<file path="src/rtl/hc_regen_pkg.sv">
// Package: hc_regen_pkg
// Shared types and helpers for the holdover clock regenerator.
// Assumes nothing beyond IEEE 1800-2017 synthesizable subset.
package hc_regen_pkg;

    // Direction the frequency word moves in one cycle.
    typedef enum logic [1:0] {
        STEP_HOLD = 2'd0,
        STEP_UP   = 2'd1,
        STEP_DOWN = 2'd2
    } step_e;

    // Decide the frequency step from the edge pulse and the wave phase.
    function automatic step_e hc_pick_step(input logic edge_seen, input logic phase_hi);
        if (!edge_seen) begin
            return STEP_HOLD;
        end else if (phase_hi) begin
            return STEP_DOWN;
        end else begin
            return STEP_UP;
        end
    endfunction

endpackage

</file>
<file path="src/rtl/hc_ref_sync.sv">
// Module: hc_ref_sync
// Brings the asynchronous reference into the system clock domain through
// a chain of SYNC_STAGES flops and emits a one-cycle pulse on each rise of
// the synchronized level.
// Assumes: each reference level lasts at least two system clocks.
module hc_ref_sync #(
    parameter int SYNC_STAGES = 2
) (
    input  logic clk_i,
    input  logic rst_ni,
    input  logic ref_i,
    output logic edge_o
);

    localparam int LAST = SYNC_STAGES - 1;

    logic [SYNC_STAGES-1:0] sync_q;
    logic                   prev_q;

    // Shift the reference through the synchronizer and keep the last level.
    always_ff @(posedge clk_i) begin
        if (!rst_ni) begin
            sync_q <= '0;
            prev_q <= 1'b0;
        end else begin
            sync_q <= {sync_q[SYNC_STAGES-2:0], ref_i};
            prev_q <= sync_q[LAST];
        end
    end

    // Rising-edge pulse, exactly one system clock wide.
    always_comb begin
        edge_o = sync_q[LAST] & ~prev_q;
    end

endmodule

</file>
<file path="src/rtl/hc_freq_ctl.sv">
// Module: hc_freq_ctl
// Holds the frequency word in a saturating up/down counter. An edge pulse
// while the wave is low counts up, while it is high counts down; with no
// pulse the word is kept.
// Assumes: MIN_WORD <= NOM_WORD <= MAX_WORD.
module hc_freq_ctl
    import hc_regen_pkg::*;
#(
    parameter int          ACC_W    = 32,
    parameter logic [31:0] NOM_WORD = 32'd85899346,
    parameter logic [31:0] MIN_WORD = 32'd81705042,
    parameter logic [31:0] MAX_WORD = 32'd90093650
) (
    input  logic             clk_i,
    input  logic             rst_ni,
    input  logic             edge_i,
    input  logic             phase_hi_i,
    output logic [ACC_W-1:0] word_o
);

    localparam logic [ACC_W-1:0] NOM_W = NOM_WORD[ACC_W-1:0];
    localparam logic [ACC_W-1:0] MIN_W = MIN_WORD[ACC_W-1:0];
    localparam logic [ACC_W-1:0] MAX_W = MAX_WORD[ACC_W-1:0];

    step_e            step;
    logic [ACC_W-1:0] word_q;

    // Choose this cycle's step from the edge pulse and current phase.
    always_comb begin
        step = hc_pick_step(edge_i, phase_hi_i);
    end

    // Apply the step, clamping at the programmed bounds.
    always_ff @(posedge clk_i) begin
        if (!rst_ni) begin
            word_q <= NOM_W;
        end else begin
            case (step)
                STEP_UP:   if (word_q < MAX_W) word_q <= word_q + 1'b1;
                STEP_DOWN: if (word_q > MIN_W) word_q <= word_q - 1'b1;
                default:   word_q <= word_q;
            endcase
        end
    end

    assign word_o = word_q;

endmodule

</file>
<file path="src/rtl/hc_phase_acc.sv">
// Module: hc_phase_acc
// Phase accumulator: adds the frequency word every clock; its top bit is the
// regenerated square wave. A tick marks each 0-to-1 change of that bit.
// Assumes: the word stays below 2^(ACC_W-1), so the top bit never rises
// on two consecutive clocks.
module hc_phase_acc #(
    parameter int ACC_W = 32
) (
    input  logic             clk_i,
    input  logic             rst_ni,
    input  logic [ACC_W-1:0] word_i,
    output logic             square_o,
    output logic             tick_o
);

    localparam int MSB = ACC_W - 1;

    logic [ACC_W-1:0] acc_q;
    logic             msb_q;

    // Advance the phase and remember the previous top bit.
    always_ff @(posedge clk_i) begin
        if (!rst_ni) begin
            acc_q <= '0;
            msb_q <= 1'b0;
        end else begin
            acc_q <= acc_q + word_i;
            msb_q <= acc_q[MSB];
        end
    end

    // Square output and its rising-transition tick.
    always_comb begin
        square_o = acc_q[MSB];
        tick_o   = acc_q[MSB] & ~msb_q;
    end

endmodule

</file>
<file path="src/rtl/hc_loss_mon.sv">
// Module: hc_loss_mon
// Counts system clocks since the last reference edge, saturating at
// LOSS_CYCLES; the holdover flag is high while the count sits there.
// Assumes: LOSS_CYCLES >= 1.
module hc_loss_mon #(
    parameter int LOSS_CYCLES = 200
) (
    input  logic clk_i,
    input  logic rst_ni,
    input  logic edge_i,
    output logic holdover_o
);

    localparam int                CNT_W = $clog2(LOSS_CYCLES + 1);
    localparam logic [CNT_W-1:0]  LIMIT = CNT_W'(LOSS_CYCLES);

    logic [CNT_W-1:0] gap_q;

    // Restart on an edge, otherwise count up to the limit and stay.
    always_ff @(posedge clk_i) begin
        if (!rst_ni) begin
            gap_q <= '0;
        end else if (edge_i) begin
            gap_q <= '0;
        end else if (gap_q != LIMIT) begin
            gap_q <= gap_q + 1'b1;
        end
    end

    // Holdover while the gap counter is at its limit.
    always_comb begin
        holdover_o = (gap_q == LIMIT);
    end

endmodule

</file>
<file path="src/rtl/holdover_clk_regen.sv">
// Module: holdover_clk_regen
// Top of the holdover clock regenerator: synchronizer and edge detector,
// saturating frequency counter, phase accumulator and loss monitor.
// Assumes: one fast system clock; reference much slower than it.
module holdover_clk_regen #(
    parameter int          ACC_W       = 32,
    parameter logic [31:0] NOM_WORD    = 32'd85899346,
    parameter logic [31:0] MIN_WORD    = 32'd81705042,
    parameter logic [31:0] MAX_WORD    = 32'd90093650,
    parameter int          LOSS_CYCLES = 200
) (
    input  logic             clk_i,
    input  logic             rst_ni,
    input  logic             ref_i,
    output logic             square_o,
    output logic             tick_o,
    output logic [ACC_W-1:0] freq_word_o,
    output logic             holdover_o
);

    logic             ref_edge;
    logic [ACC_W-1:0] word;
    logic             square;

    hc_ref_sync #(
        .SYNC_STAGES(2)
    ) u_sync (
        .clk_i (clk_i),
        .rst_ni(rst_ni),
        .ref_i (ref_i),
        .edge_o(ref_edge)
    );

    hc_freq_ctl #(
        .ACC_W   (ACC_W),
        .NOM_WORD(NOM_WORD),
        .MIN_WORD(MIN_WORD),
        .MAX_WORD(MAX_WORD)
    ) u_freq (
        .clk_i     (clk_i),
        .rst_ni    (rst_ni),
        .edge_i    (ref_edge),
        .phase_hi_i(square),
        .word_o    (word)
    );

    hc_phase_acc #(
        .ACC_W(ACC_W)
    ) u_acc (
        .clk_i   (clk_i),
        .rst_ni  (rst_ni),
        .word_i  (word),
        .square_o(square),
        .tick_o  (tick_o)
    );

    hc_loss_mon #(
        .LOSS_CYCLES(LOSS_CYCLES)
    ) u_loss (
        .clk_i     (clk_i),
        .rst_ni    (rst_ni),
        .edge_i    (ref_edge),
        .holdover_o(holdover_o)
    );

    assign square_o    = square;
    assign freq_word_o = word;

endmodule

</file>
<file path="config.mk">
export PLATFORM = sky130hd
export DESIGN_NAME = holdover_clk_regen
export DESIGN_NICKNAME = d
export VERILOG_FILES = /design/src/rtl/hc_regen_pkg.sv /design/src/rtl/hc_ref_sync.sv /design/src/rtl/hc_freq_ctl.sv /design/src/rtl/hc_phase_acc.sv /design/src/rtl/hc_loss_mon.sv /design/src/rtl/holdover_clk_regen.sv
export SDC_FILE = /design/constraint.sdc
export NUM_CORES = 1
export LEC_CHECK = 0
export BUFFER_PORTS_ARGS = -buffer_cell sky130_fd_sc_hd__buf_2
export CAP_MARGIN = 20
export CORE_UTILIZATION = 25
export DETAILED_ROUTE_END_ITERATION = 6
export PLACE_DENSITY = 0.51
export SLEW_MARGIN = 20
export SYNTH_ARGS = -nofsm -noshare
export SYNTH_HDL_FRONTEND = slang
export SYNTH_SLANG_ARGS = --single-unit
</file>
<file path="constraint.sdc">
create_clock -name clk_i -period 4.1 [get_ports clk_i]
set_input_delay 0.615 -clock clk_i [delete_from_list [all_inputs] [get_ports clk_i]]
set_output_delay 0.615 -clock clk_i [all_outputs]
set_load 0.05 [all_outputs]
</file>
==> flow_summary.json, run 1 <==
{
  "slowest_delay_ns": 0.48,
  "swShare": 0.316,
  "powerDensity_nw_per_um2": 382,
  "peakVddDrop_v": 0.000221,
  "synthTopCellsByArea": "dfxtp_1 27%, ha_1 7.6%, nor2_1 4.9%",
  "drv_cap": 0,
  "die_h_um": 151,
  "root_buffer": "clkbuf_16",
  "regToRegStartpoint": "u_freq.word_o[0]",
  "worstPathRequired_ns": 4.31,
  "grt_pass1_wl_um": 26500,
  "postCtsSetupBuffers": 0,
  "grt.overflow.total": 0,
  "hold_depth": 1,
  "rsz0062_at_grt": "no",
  "dp_hpwl_um": 12100,
  "io_pins": 38,
  "cts_sinks": 76,
  "h-tree-depth": 3,
  "core_area_um2": 21800,
  "grt_max_degree": 36,
  "finalCritPeriodShare": 0.791,
  "end_kind": "flop",
  "clkSlewWorstSetupHoldPaths_ns": 0.06,
  "final-seq-area_um2": 1520,
  "reg2reg_slack_ns": 0.86,
  "fillers": 2390,
  "vias_per_cell": 5.32,
  "tightestPinTransition_ns": 0.808,
  "whs_endpoint": "u_sync.sync_q[1]",
  "final_max_slew_viol_count": 0,
  "cts_hold_buf": 0,
  "drtAntennaViolNets": 0,
  "finalNonFillerCells": 1025,
  "rr_endpoint": "u_acc.acc_q[24]",
  "yosysSeqAreaShare": 0.273,
  "combPwrFrac": 0.293,
  "cts_tree": "built",
  "drt_wl_total_um": 16600,
  "numPortBuffers": 37,
  "diodes": 0,
  "ys_ff_latch": 76,
  "drc": 0,
  "grt_antenna_before_repair": 0,
  "wire_per_inst_um": 16.2,
  "synth_flop_cell": "dfxtp_1",
  "synthArstFlopShare": 0,
  "syn_area_um2": 5570,
  "startpoint_type": "flop",
  "dieArea_um2": 22900,
  "fin_nets": 778,
  "critical_path_arrival_ns": 3.45,
  "synth_area_per_cell_um2": 7.75,
  "drtIter0Drc": 417,
  "setup_ws_ns": 0.856,
  "setup_violations": 0,
  "preCtsSetupSlack_ns": 0.896,
  "placed_area_um2": 6020,
  "postLayoutCellArea_um2": 6340,
  "area_growth_pct": 13.9,
  "synth.most_common_cell": "dfxtp_1",
  "synth_top_area_frac": 0.273,
  "fp.dieW_um": 151,
  "power.internal_mw": 1.66,
  "criticalPathCategory": "reg2reg",
  "hold_path_class": "reg2reg",
  "relSlewSlack": 0.457,
  "dp_cells": 1009,
  "grt.total_usage": 0.150,
  "fp-row-count": 54,
  "hold_violations": 0,
  "vias": 5452,
  "ys_top_cells_by_count": "76 x dfxtp_1, 73 x nor2_1, 51 x a21oi_1, 44 x nand3_1, 40 x nand2_1",
  "path_cells": "ha_1, fa_1, a21o_1, a311o_1, a31oi_1, nor3_1, o311ai_0, nand3_1, nor3b_1",
  "rr_worst_depth": 9,
  "p_leak_nw": 2.40,
  "cts_repair_resize_count": 0,
  "start_util": 0.255,
  "cts_buffers": 9,
  "clk_latency_ns": 0.35,
  "p_sw_mw": 0.764,
  "multi_input_area_um2": 3790,
  "critPathMaxFanout": 8,
  "pwr-share-clk": 0.354,
  "grt_pass1_vias": 5029,
  "fmax_mhz": 308,
  "syn_inst": 718,
  "synth_largest_area_cell": "dfxtp_1",
  "gp_congestion": 0.836,
  "hp-start": "u_sync.sync_q[0]",
  "power.sequential.fraction": 0.353,
  "ys_warn_count": 0,
  "period_minus_slack_ns": 3.24,
  "synth_cell_type_count": 72,
  "syn_nets": 756,
  "slowest_stage": "o311ai_0",
  "drive_above_1_share": 0.122,
  "synth_edf_count": 0,
  "status": "finished clean",
  "skew_ns": 0.00943,
  "clockBufferDepth": 2,
  "finalSetupTns_ns": 0,
  "drt_pass1_iterations": 6
}
## logic make-up after synthesis
group,Yosys count,share of synthesized area
AOI/OAI and AO/OA,176,0.207
muxes,18,0.0348
buffers and inverters,56,0.0452
DFF,76,0.273
xor gates and xnor gates,29,0.0456
and+or+nand+nor,328,0.314
adders and majority gates,35,0.0800
## final cells by class
type,count,area share
Inverter,15,0.00888
Multi-Input combinational cell,586,0.598
Clock inverter,3,0.00671
Clock buffer,13,0.0442
Timing Repair Buffer,52,0.0469
Sequential cell,76,0.240
Tap cell,280,0.0552
## critical path: cells and delay by family (launching register included)
family,cells,cell delay [ns]
AO/OA/AOI/OAI,4,1.52
adder cells (fa/ha/maj),2,0.71
AND/OR/NAND/NOR,3,0.45
flip-flops,1,0.41
## layer usage
| metal | global-route usage | part of all wire | up-vias |
|---|---|---|---|
| met5 | 0 | 0 | - |
| met4 | 0.0550 | 0.023 | 0 |
| met3 | 0.0262 | 0.045 | 30 |
| met2 | 0.236 | 0.44 | 143 |
| met1 | 0.203 | 0.49 | 2550 |
| li1 | - | - | 2729 |
## worst max-delay path by stage
stage	start	to	slack, ns	cells past startpoint
after floorplan	u_acc.acc_q[31]	u_freq.word_o[28]	0.20	13
after CTS	u_freq.word_o[2]	u_acc.acc_q[29]	0.84	9
after global placement	u_freq.word_o[2]	u_acc.acc_q[29]	0.85	9
after global routing	u_freq.word_o[0]	u_acc.acc_q[18]	0.65	9
after detailed placement	u_freq.word_o[0]	u_acc.acc_q[18]	0.90	9
final	u_freq.word_o[0]	u_acc.acc_q[24]	0.86	9
## flip-flops by register name, indices dropped and copies added, names as in the netlist
register       flops
u_sync.sync_q      2
u_loss.gap_q       8
u_acc.acc_q       32
u_sync.prev_q      1
u_freq.word_o     32
u_acc.msb_q        1
## cell usage in the layout, fill, tap and decap left out, types with 23 or more instances in the layout
cell / count
dfxtp_1: 76
nor2_1: 73
a21oi_1: 51
nand3_1: 44
nand2_1: 40
buf_2: 37
ha_1: 34
or3_1: 33
o21ai_0: 33
nor3_1: 23
## power groups by stage
stage                     sequential (mW)  combinational, mW  clock (mW)
after global placement              0.869              0.703           0
final                               0.854              0.710       0.858
after CTS                           0.854              0.704       0.886
after floorplan                     0.866              0.561           0
after detailed placement            0.870              0.699           0
after global routing                0.863              0.792       0.913
## through the flow
stage	hold WS, ns	power (mW)	util
2_1_floorplan	0.412	1.43	-
3_3_place_gp	0.428	1.57	0.276
3_5_place_dp	0.421	1.57	0.276
4_1_cts	0.434	2.45	0.291
5_1_grt	0.458	2.57	0.291
6_report	0.432	2.42	0.291
(Power assumes the default switching activity.)
==> run 2, diff against run 1 <==
--- a/config.mk
+++ b/config.mk
@@ -5,11 +5,12 @@
 export SDC_FILE = /design/constraint.sdc
 export NUM_CORES = 1
 export LEC_CHECK = 0
+export ABC_AREA = 1
 export BUFFER_PORTS_ARGS = -buffer_cell sky130_fd_sc_hd__buf_2
 export CAP_MARGIN = 20
 export CORE_UTILIZATION = 25
 export DETAILED_ROUTE_END_ITERATION = 6
-export PLACE_DENSITY = 0.51
+export PLACE_DENSITY = 0.52
 export SLEW_MARGIN = 20
 export SYNTH_ARGS = -nofsm -noshare
 export SYNTH_HDL_FRONTEND = slang
==> constraint.sdc (replaced) <==
create_clock -name clk_i -period 2.66 [get_ports clk_i]
set_input_delay 0.399 -clock clk_i [delete_from_list [all_inputs] [get_ports clk_i]]
set_output_delay 0.399 -clock clk_i [all_outputs]
set_load 0.05 [all_outputs]
==> run 2 against run 1 <==
Compared with the run above: the run now ends with design-rule violations left; sequential power rose by 69%; combinational power rose to 2.6 times the previous value; final cell count rose by 51%; via count rose by 41%; fmax rose by 32%; flip-flop and latch count did not move; clock power rose by 59%; cell area rose by 22%; synthesized area rose by 23%; die area rose by 22%; non-clock buffer count rose by 4; global-route usage rose by 2.6 points; critical endpoint is now u_acc.acc_q[23].
==> flow_summary.json, run 2 <==
{
  "power.sequential.fraction": 0.310,
  "cts_hold_buf": 0,
  "power.internal_mw": 2.67,
  "drive_above_1_share": 0.0793,
  "cp_top_family": "simple AND/OR/NAND/NOR gates",
  "crit_top_cell": "nand2_1",
  "yosysSeqAreaShare": 0.223,
  "fin_nets": 1244,
  "drv_cap": 0,
  "slowest_delay_ns": 0.42,
  "cp_num_buf_inv": 1,
  "synth_top_area_frac": 0.223,
  "drtIter0Drc": 481,
  "status": "finished, violations left",
  "powerDensity_nw_per_um2": 600,
  "startpoint_type": "flop",
  "vias_per_cell": 4.96,
  "syn_nets": 1207,
  "fmax_mhz": 407,
  "grt_antenna_before_repair": 0,
  "grt.overflow.total": 0,
  "vias": 7701,
  "finalCritPeriodShare": 0.923,
  "ys_top_cells_by_count": "349 x nand2_1, 158 x inv_1, 137 x nor2_1, 91 x a21oi_1, 83 x nand3_1",
  "area_growth_pct": 13.5,
  "io_pins": 38,
  "postLayoutCellArea_um2": 7750,
  "fp.dieW_um": 167,
  "swShare": 0.425,
  "postCtsSetupBuffers": 0,
  "start_util": 0.254,
  "syn_inst": 1169,
  "grt_pass1_wl_um": 39000,
  "drt_pass1_iterations": 7,
  "p_leak_nw": 3.91,
  "ys_warn_count": 0,
  "finalSetupTns_ns": 0,
  "final_common_cell": "nand2_1",
  "synth_area_per_cell_um2": 5.84,
  "clockBufferDepth": 2,
  "criticalPathCategory": "reg2reg",
  "cts_tree": "built",
  "cts_repair_resize_count": 0,
  "dieArea_um2": 28000,
  "finalCoreUtilization": 0.288,
  "critPathMaxFanout": 6,
  "grt_max_degree": 53,
  "slowest_stage": "dfxtp_1",
  "clkSlewWorstSetupHoldPaths_ns": 0.07,
  "setup_violations": 0,
  "h-tree-depth": 3,
  "fp-row-count": 60,
  "synthArstFlopShare": 0,
  "peakVddDrop_v": 0.000334,
  "synth_edf_count": 0,
  "dp_hpwl_um": 19000,
  "finalNonFillerCells": 1552,
  "die_h_um": 167,
  "final_max_slew_viol_count": 0,
  "tightestPinTransition_ns": 0.610,
  "placed_area_um2": 7420,
  "synth_largest_area_cell": "dfxtp_1",
  "cts_buffers": 9,
  "preCtsSetupSlack_ns": 0.0973,
  "combPwrFrac": 0.397,
  "drtAntennaViolNets": 0,
  "grt_pass1_vias": 7461,
  "core_area_um2": 26900,
  "skew_ns": 0.0128,
  "path_cells": "ha_1, nand2_1, nor2_1, inv_1, nor3_1, nand3_1, o21ai_1, nand2_1, nand2_1, nand2_1, nand2_1, nor2_1",
  "end_kind": "flop",
  "cts_sinks": 76,
  "rsz0062_at_grt": "no",
  "setup_ws_ns": 0.204,
  "worstPathRequired_ns": 2.90,
  "drc": 6,
  "syn_area_um2": 6830,
  "critical_path_arrival_ns": 2.70,
  "gp_congestion": 0.913,
  "relSlewSlack": 0.593,
  "synth.most_common_cell": "nand2_1",
  "hold_path_class": "in2reg",
  "p_sw_mw": 1.97,
  "synth_flop_cell": "dfxtp_1",
  "drt_wl_total_um": 24200,
  "violations": "design-rule violations",
  "synth_cell_type_count": 44,
  "root_buffer": "clkbuf_16",
  "clk_latency_ns": 0.36,
  "hold_violations": 0,
  "final_cell_mix": "349 x nand2_1, 158 x inv_1, 137 x nor2_1",
  "diodes": 0,
  "dp_cells": 1536,
  "reg2reg_slack_ns": 0.20,
  "numPortBuffers": 37,
  "pwr-share-clk": 0.292,
  "wire_per_inst_um": 15.6,
  "grt.total_usage": 0.176,
  "synthTopCellsByArea": "dfxtp_1 22%, nand2_1 19%, inv_1 8.7%",
  "period_minus_slack_ns": 2.46,
  "ys_ff_latch": 76
}
-- run 2: changes by cell type in the layout (fill, tap and decap cells not counted), sizes merged, moves of 32 or more --
cell and change:
a21oi +38, nand3 +40, nor2 +72, inv +147, nand2 +317, or3 -32
-- run 2: power by group through the flow --
| stage | combinational, mW | clock [mW] | sequential (mW) |
|---|---|---|---|
| floorplan | 1.26 | 0 | 1.53 |
| global placement | 1.81 | 0 | 1.46 |
| detailed placement | 1.82 | 0 | 1.47 |
| CTS | 1.83 | 1.38 | 1.44 |
| global route | 2.09 | 1.43 | 1.46 |
| finish | 1.85 | 1.36 | 1.44 |
-- run 2: area by class of cell --
cell class                 instances  area, um2
fill                            3060      19100
tap                              341        427
inverter                         160        603
sequential                        76       1520
clock inverter                     4       55.1
multi-input combinational        903       4540
timing repair buffer              56        340
clock buffer                      12        256
-- run 2: stage by stage --
stage	total power [mW]	hold WS, ns
6_report	4.65	0.226
5_1_grt	4.97	0.250
4_1_cts	4.65	0.215
3_5_place_dp	3.29	0.409
3_3_place_gp	3.27	0.399
2_1_floorplan	2.79	0.390
-- run 2: kinds of logic (layout without fill, tap and decap cells) --
family                   count (synthesis)  count (layout)  synth area share
XOR/XNOR                                18              18            0.0231
buffers and inverters                  190             232             0.114
AO/OA/AOI/OAI                          215             215             0.185
AND/OR/NAND/NOR                        635             635             0.390
adder cells (fa/ha/maj)                 35              35            0.0652
flip-flops                              76              76             0.223
-- run 2: worst reg2reg max path: stages (launching register included) --
cell and delay, ns:
dfxtp_1 0.42, ha_1 0.42, nand2_1 0.11, nor2_1 0.13, inv_1 0.09, nor3_1 0.39, nand3_1 0.13, o21ai_1 0.31
nand2_1 0.08, nand2_1 0.09, nand2_1 0.05, nand2_1 0.05, nor2_1 0.04
-- run 2: path summary, 6_finish.rpt --
kind	cells past startpoint	end	from
setup / recovery	12	u_acc.acc_q[23]	u_freq.word_o[16]
hold / removal	3	u_sync.sync_q[0]	ref_i
setup reg to reg	12	u_acc.acc_q[23]	u_freq.word_o[16]
hold reg to reg	2	u_sync.sync_q[1]	u_sync.sync_q[0]
-- run 2: metal layers --
layer  up-vias  global-route usage  part of all wire
li1       3902                   -                 -
met1      3505               0.224              0.44
met2       250               0.292              0.46
met3        44              0.0300             0.061
met4         0              0.0758             0.032
met5         -                   0                 0
